`config.mk`:
```
export PLATFORM = sky130hd
export DESIGN_NAME = sar_sequencer
export DESIGN_NICKNAME = d
export VERILOG_FILES = /design/src/rtl/sar_seq_pkg.sv /design/src/rtl/sar_seq_ctrl.sv /design/src/rtl/sar_seq_datapath.sv /design/src/rtl/sar_sequencer.sv
export SDC_FILE = /design/constraint.sdc
export NUM_CORES = 1
export LEC_CHECK = 0
export BUFFER_PORTS_ARGS = -buffer_cell sky130_fd_sc_hd__clkbuf_2
export CAP_MARGIN = 10
export CELL_PAD_IN_SITES_DETAIL_PLACEMENT = 1
export CELL_PAD_IN_SITES_GLOBAL_PLACEMENT = 1
export CORE_MARGIN = 5
export CORE_UTILIZATION = 39
export DETAILED_ROUTE_END_ITERATION = 7
export PLACE_DENSITY_LB_ADDON = 0.25
export SLEW_MARGIN = 20
export SYNTH_ARGS = -nofsm -noshare
export SYNTH_HDL_FRONTEND = slang
export SYNTH_HIERARCHICAL = 1
export SYNTH_SLANG_ARGS = --single-unit
export TNS_END_PERCENT = 30
```
`constraint.sdc`:
```
create_clock -name clk -period 2.2 [get_ports clk]
set_clock_uncertainty 0.1 [all_clocks]
set_input_delay 0.33 -clock clk [delete_from_list [all_inputs] [get_ports clk]]
set_output_delay 0.33 -clock clk [all_outputs]
set_load 0.02 [all_outputs]
```
`src/rtl/sar_seq_pkg.sv`:
```
package sar_seq_pkg;

  // Strobes from the control unit to the search datapath
  typedef struct packed {
    logic startConv;   // a new conversion opens this clock
    logic stepBit;     // tick that resolves a bit other than the LSB
    logic finishConv;  // tick that resolves the LSB and latches the result
    logic abortConv;   // converter disabled: return to the idle state
  } seqStrobes_t;

endpackage

```
`src/rtl/sar_seq_ctrl.sv`:
```
module sar_seq_ctrl
  import sar_seq_pkg::*;
#(
  parameter int RES_BITS = 8,
  parameter int DIV_W    = 8,
  localparam int IDX_W   = $clog2(RES_BITS)
) (
  input  logic             clk,
  input  logic             rstN,
  input  logic             enable,
  input  logic [DIV_W-1:0] clkDiv,
  output seqStrobes_t      strobes,
  output logic [IDX_W-1:0] bitIdx,
  output logic             busy,
  output logic             sampleHold
);

  localparam logic [IDX_W-1:0] TOP_IDX = IDX_W'(RES_BITS - 1);

  logic [DIV_W-1:0] divLatch;
  logic [DIV_W-1:0] divCnt;
  logic             tick;

  assign tick = enable && busy && (divCnt == divLatch);

  always_comb begin
    strobes.abortConv  = !enable;
    strobes.startConv  = enable && !busy;
    strobes.stepBit    = tick && (bitIdx != '0);
    strobes.finishConv = tick && (bitIdx == '0);
  end

  always_ff @(posedge clk or negedge rstN) begin
    if (!rstN) begin
      busy       <= 1'b0;
      sampleHold <= 1'b0;
      divCnt     <= '0;
      divLatch   <= '0;
      bitIdx     <= TOP_IDX;
    end else if (!enable) begin
      busy       <= 1'b0;
      sampleHold <= 1'b0;
      divCnt     <= '0;
      bitIdx     <= TOP_IDX;
    end else if (!busy) begin
      busy       <= 1'b1;
      sampleHold <= 1'b1;
      divCnt     <= '0;
      divLatch   <= clkDiv;
      bitIdx     <= TOP_IDX;
    end else begin
      sampleHold <= 1'b0;
      if (tick) begin
        divCnt <= '0;
        if (bitIdx == '0) begin
          busy   <= 1'b0;
          bitIdx <= TOP_IDX;
        end else begin
          bitIdx <= bitIdx - 1'b1;
        end
      end else begin
        divCnt <= divCnt + 1'b1;
      end
    end
  end

  AST_HOLD_SINGLE: assert property (@(posedge clk) disable iff (!rstN)
    sampleHold |=> !sampleHold) else $error("hold strobe longer than one clock");
  AST_HOLD_WITH_BUSY: assert property (@(posedge clk) disable iff (!rstN)
    sampleHold |-> (busy && bitIdx == TOP_IDX)) else $error("hold strobe outside conversion start");
  AST_CNT_BOUND: assert property (@(posedge clk) disable iff (!rstN)
    busy |-> (divCnt <= divLatch)) else $error("divider count past its limit");
  AST_DIV_FROZEN: assert property (@(posedge clk) disable iff (!rstN)
    (busy && $past(busy)) |-> $stable(divLatch)) else $error("divider moved mid conversion");

endmodule

```
`src/rtl/sar_seq_datapath.sv`:
```
module sar_seq_datapath
  import sar_seq_pkg::*;
#(
  parameter int RES_BITS = 8,
  localparam int IDX_W   = $clog2(RES_BITS)
) (
  input  logic                clk,
  input  logic                rstN,
  input  seqStrobes_t         strobes,
  input  logic [IDX_W-1:0]    bitIdx,
  input  logic                cmpHigh,
  output logic [RES_BITS-1:0] trialCode,
  output logic [RES_BITS-1:0] resultCode,
  output logic                readyPulse
);

  localparam logic [RES_BITS-1:0] MID_CODE = RES_BITS'(1) << (RES_BITS - 1);

  logic [RES_BITS-1:0] steppedTrial;

  // Resolve the current bit and arm the next lower one
  always_comb begin
    for (int i = 0; i < RES_BITS; i++) begin
      if (i == int'(bitIdx))          steppedTrial[i] = cmpHigh;
      else if (i == int'(bitIdx) - 1) steppedTrial[i] = 1'b1;
      else                            steppedTrial[i] = trialCode[i];
    end
  end

  always_ff @(posedge clk or negedge rstN) begin
    if (!rstN) begin
      trialCode  <= MID_CODE;
      resultCode <= '0;
      readyPulse <= 1'b0;
    end else if (strobes.abortConv) begin
      trialCode  <= MID_CODE;
      readyPulse <= 1'b0;
    end else if (strobes.finishConv) begin
      resultCode <= {trialCode[RES_BITS-1:1], cmpHigh};
      trialCode  <= MID_CODE;
      readyPulse <= 1'b1;
    end else begin
      if (strobes.stepBit) trialCode <= steppedTrial;
      readyPulse <= 1'b0;
    end
  end

  AST_START_AT_MID: assert property (@(posedge clk) disable iff (!rstN)
    strobes.startConv |-> (trialCode == MID_CODE)) else $error("conversion opened off mid-scale");
  AST_READY_SINGLE: assert property (@(posedge clk) disable iff (!rstN)
    readyPulse |=> !readyPulse) else $error("ready pulse too long");
  AST_RESULT_HELD: assert property (@(posedge clk) disable iff (!rstN)
    !readyPulse |-> $stable(resultCode)) else $error("result moved without ready");
  AST_ONE_STROBE: assert property (@(posedge clk) disable iff (!rstN)
    $onehot0({strobes.startConv, strobes.stepBit, strobes.finishConv, strobes.abortConv}))
    else $error("conflicting strobes");

endmodule

```
`src/rtl/sar_sequencer.sv`:
```
module sar_sequencer
  import sar_seq_pkg::*;
#(
  parameter int RES_BITS = 8,
  parameter int DIV_W    = 8,
  localparam int IDX_W   = $clog2(RES_BITS)
) (
  input  logic                clk,
  input  logic                rstN,
  input  logic                enable,
  input  logic [DIV_W-1:0]    clkDiv,
  input  logic                cmpHigh,
  output logic [RES_BITS-1:0] dacCode,
  output logic [RES_BITS-1:0] result,
  output logic                busy,
  output logic                sampleHold,
  output logic                dataReady
);

  seqStrobes_t      strobes;
  logic [IDX_W-1:0] bitIdx;

  sar_seq_ctrl #(.RES_BITS(RES_BITS), .DIV_W(DIV_W)) u_ctrl (
    .clk        (clk),
    .rstN       (rstN),
    .enable     (enable),
    .clkDiv     (clkDiv),
    .strobes    (strobes),
    .bitIdx     (bitIdx),
    .busy       (busy),
    .sampleHold (sampleHold)
  );

  sar_seq_datapath #(.RES_BITS(RES_BITS)) u_datapath (
    .clk        (clk),
    .rstN       (rstN),
    .strobes    (strobes),
    .bitIdx     (bitIdx),
    .cmpHigh    (cmpHigh),
    .trialCode  (dacCode),
    .resultCode (result),
    .readyPulse (dataReady)
  );

  AST_IDLE_QUIET: assert property (@(posedge clk) disable iff (!rstN)
    !enable |=> (!busy && !dataReady)) else $error("activity while disabled");
  AST_READY_NOT_BUSY: assert property (@(posedge clk) disable iff (!rstN)
    dataReady |-> !busy) else $error("busy during ready clock");

endmodule

```
==> flow_metrics.env <==
export IMPL_avgSynthCellArea_sq_um=12.0
export IMPL_fin_hold_ws_ps=167
export IMPL_switching_power_uw=334
export IMPL_start_kind="flip-flop"
export IMPL_stdcell_area_sq_um=2200
export IMPL_yosysUniqueCellTypes=38
export IMPL_cts_tree="built"
export IMPL_numCtsBuffers=5
export IMPL_io_pins=31
export IMPL_crit_type="reg -> reg"
export IMPL_ys_top_cells_by_area="dfrtp_1 (48%), mux2_2 (9.5%), dfstp_2 (5.9%)"
export IMPL_yosys_area_top_type="dfrtp_1"
export IMPL_overflow=0
export IMPL_drive_gt1_share_pct=42.3
export IMPL_wl_per_cell_um=15.9
export IMPL_p_clk_share_pct=40.7
export IMPL_synth_warnings=6
export IMPL_synth_top_family_by_area="simple AND/OR/NAND/NOR gates"
export IMPL_grt_pass1_wl_mm=6.66
export IMPL_status="finished clean"
export IMPL_postSynth_asyncResetShare_pct=100
export IMPL_ys_seq_area_share_pct=53.6
export IMPL_vias_per_cell=5.26
export IMPL_post_place_ws_ps=-0.422
export IMPL_grt_max_degree=20
export IMPL_yosysMostFrequentCell="dfrtp_1"
export IMPL_syn_to_final_growth_pct=23.5
export IMPL_rsz0062_at_grt="no"
export IMPL_holdCritPathClass="in -> reg"
export IMPL_totalWireLength_mm=3.94
export IMPL_setup_slack_ps=108
export IMPL_power_density_nw_per_um2=662
export IMPL_synth_xor_area_share_pct=6.87
export IMPL_drc_errors=0
export IMPL_nFillCells=498
export IMPL_fin_crit_ps=2090
export IMPL_globalRouteTotalUtil_pct=13.9
export IMPL_die_x_um=77.6
export IMPL_ctsRootBufferMaster="clkbuf_8"
export IMPL_vias=1304
export IMPL_netlist_instances=149
export IMPL_ys_ff_latch=38
export IMPL_hold_violations=0
export IMPL_swShare_pct=22.9
export IMPL_p_leak_uw=0.00107
export IMPL_setup_viol=0
export IMPL_fin_util_pct=50.3
export IMPL_synth_main_ff_cell="dfrtp_1"
export IMPL_synth_area_sq_um=1780
export IMPL_synth_fa_ha_area_share_pct=2.10
export IMPL_synth_nets=164
export IMPL_gp_congestion=0.790
export IMPL_clkSlewWorstSetupHoldPaths_ps=80
export IMPL_numClockSinks=38
export IMPL_drt_pass1_iter_count=4
export IMPL_insertion_delay_ps=290
export IMPL_cp_arrival_ps=2210
export IMPL_clock_path_buffers=2
export IMPL_core_area_sq_um=4380
export IMPL_max_slew_margin_rel_pct=67.4
export IMPL_path_max_fanout=8
export IMPL_dp_hpwl_mm=2.88
export IMPL_place_area_sq_um=2040
export IMPL_tns_ps=0
export IMPL_start_util_pct=40.7
export IMPL_synth_top_cell_area_share_pct=47.7
export IMPL_synthMuxAreaShare_pct=10.6
export IMPL_fmax_ghz=0.478
export IMPL_ant_nets=0
export IMPL_endpoint_kind="flip-flop"
export IMPL_synth_compound_area_share_pct=7.15
export IMPL_final_nets=210
export IMPL_min_period_over_period_pct=95.1
export IMPL_numPortBuffers=30
export IMPL_slew_viol_final=0
export IMPL_synthSimpleGateAreaFrac_pct=14.9
export IMPL_grt_pass1_vias=1410
export IMPL_antenna_found_initial=0
export IMPL_vdd_ir_drop_max_mv=0.396
export IMPL_rows=24
export IMPL_intPower_uw=1120
export IMPL_die_y_um=77.6
export IMPL_pwr_share_seq_pct=51.0
export IMPL_p_comb_share_pct=8.2
export IMPL_diodes=0
export IMPL_synthTopCellsByCount="dfrtp_1 (34), mux2_2 (15), nor3_1 (10)"
export IMPL_drt_iter0_drc=93
export IMPL_tightest_slew_ps=488
export IMPL_critPathRequiredTime_ps=2320
export IMPL_maxCapViolCount=0
export IMPL_synth_edff_count=0
export IMPL_die_area_sq_um=6030
export IMPL_htree_levels=2
==> power by group through the flow <==
stage	Combinational (uW)	Clock [uW]	Sequential [uW]
floorplan	69.4	0	756
global placement	110	0	757
detailed placement	114	0	758
CTS	116	610	744
global route	134	643	747
finish	120	594	744
==> final timing paths <==
path	end	startpoint	depth (start not counted)	slack (ps)
worst max-delay path	u_datapath/trialCode[7]	u_ctrl/bitIdx[0]	7	110
worst min-delay path	u_ctrl/divLatch[3]	clkDiv[3]	2	170
worst max register to register	u_datapath/trialCode[7]	u_ctrl/bitIdx[0]	7	110
worst min register to register	u_datapath/resultCode[0]	u_datapath/resultCode[0]	2	390
max in group asynchronous	u_datapath/trialCode[6]	rstN	3	1030
min in group asynchronous	u_datapath/resultCode[4]	rstN	2	420
==> cells in the final DEF, fill, tap and decap left out, types with 2 or more instances in the layout <==
cell type  instances
dfstp_2            4
nor3b_2            2
nor2_1             8
or3b_1             2
nand4_2            2
xnor2_1            9
a31oi_1            4
mux2i_1            2
inv_1              9
nand3_1            5
ha_1               2
and3b_2            2
o21ai_1            2
a211oi_1           5
buf_4             14
dfrtp_1           34
nand2b_1           2
clkbuf_2          30
o32ai_1            2
mux2_2            15
clkbuf_8           5
nor3_1            10
clkbuf_1           2
xor2_1             5
nand2_1            3
==> cells by family (layout without fill, tap and decap cells) <==
group	Yosys count	in the layout
compound gates	17	17
flops	38	38
xor+xnor	14	14
mux	17	17
fa+ha+maj	3	3
buf+inv	16	63
simple gates	44	44
==> worst max-delay path, cell delays in order (launching register included) <==
cell and delay (ps):
dfstp_2 540, inv_1 40, ha_1 200, ha_2 180, buf_4 140, and4_1 190, or2_2 390, a211o_1 250
==> cell type report <==
class                           count  area [sq um]  share of cell area (%)
Inverter                            9          33.8                    1.53
Tap cell                           52          65.1                    2.95
Timing Repair Buffer               46           285                    12.9
Sequential cell                    38           956                    43.4
Clock buffer                        7          76.3                    3.46
Multi-Input combinational cell     95           757                    34.4
Clock inverter                      1          30.0                    1.36
==> per-stage QoR <==
step	cells	total power, uW
finish	248	1460
global route	248	1520
CTS	245	1470
detailed placement	234	872
global placement	234	867
floorplan	149	825
==> registers in the layout (all words and copies together) (netlist names) <==
| signal | count |
|---|---|
| u_datapath/resultCode | 8 |
| u_ctrl/divLatch | 8 |
| u_ctrl/bitIdx | 3 |
| u_ctrl/busy | 1 |
| u_datapath/trialCode | 8 |
| u_ctrl/divCnt | 8 |
| u_ctrl/sampleHold | 1 |
| u_datapath/readyPulse | 1 |
==> repair_timing <==
| action | 4_1_cts | 5_1_grt |
|---|---|---|
| buffers inserted | 2 | 3 |
| resized for setup | 0 | 3 |
| hold buffers | 1 | 0 |
| cloned | 0 | 0 |
| setup endpoints to repair | 1 | 15 |
| hold endpoints to repair | 13 | 0 |
| pin swaps | 1 | 2 |
==> per-layer routing <==
layer  wire (um)  part of all wire (%)  global-route usage [%]  up-vias
met4          61                   1.5                    5.15        0
met2        2010                    51                    23.5       34
met3         237                   6.0                    4.86        7
met5           0                     0                       0        -
met1        1630                    41                    16.2      650
li1            -                     -                       -      613
Power figures use the tool's default switching activity.
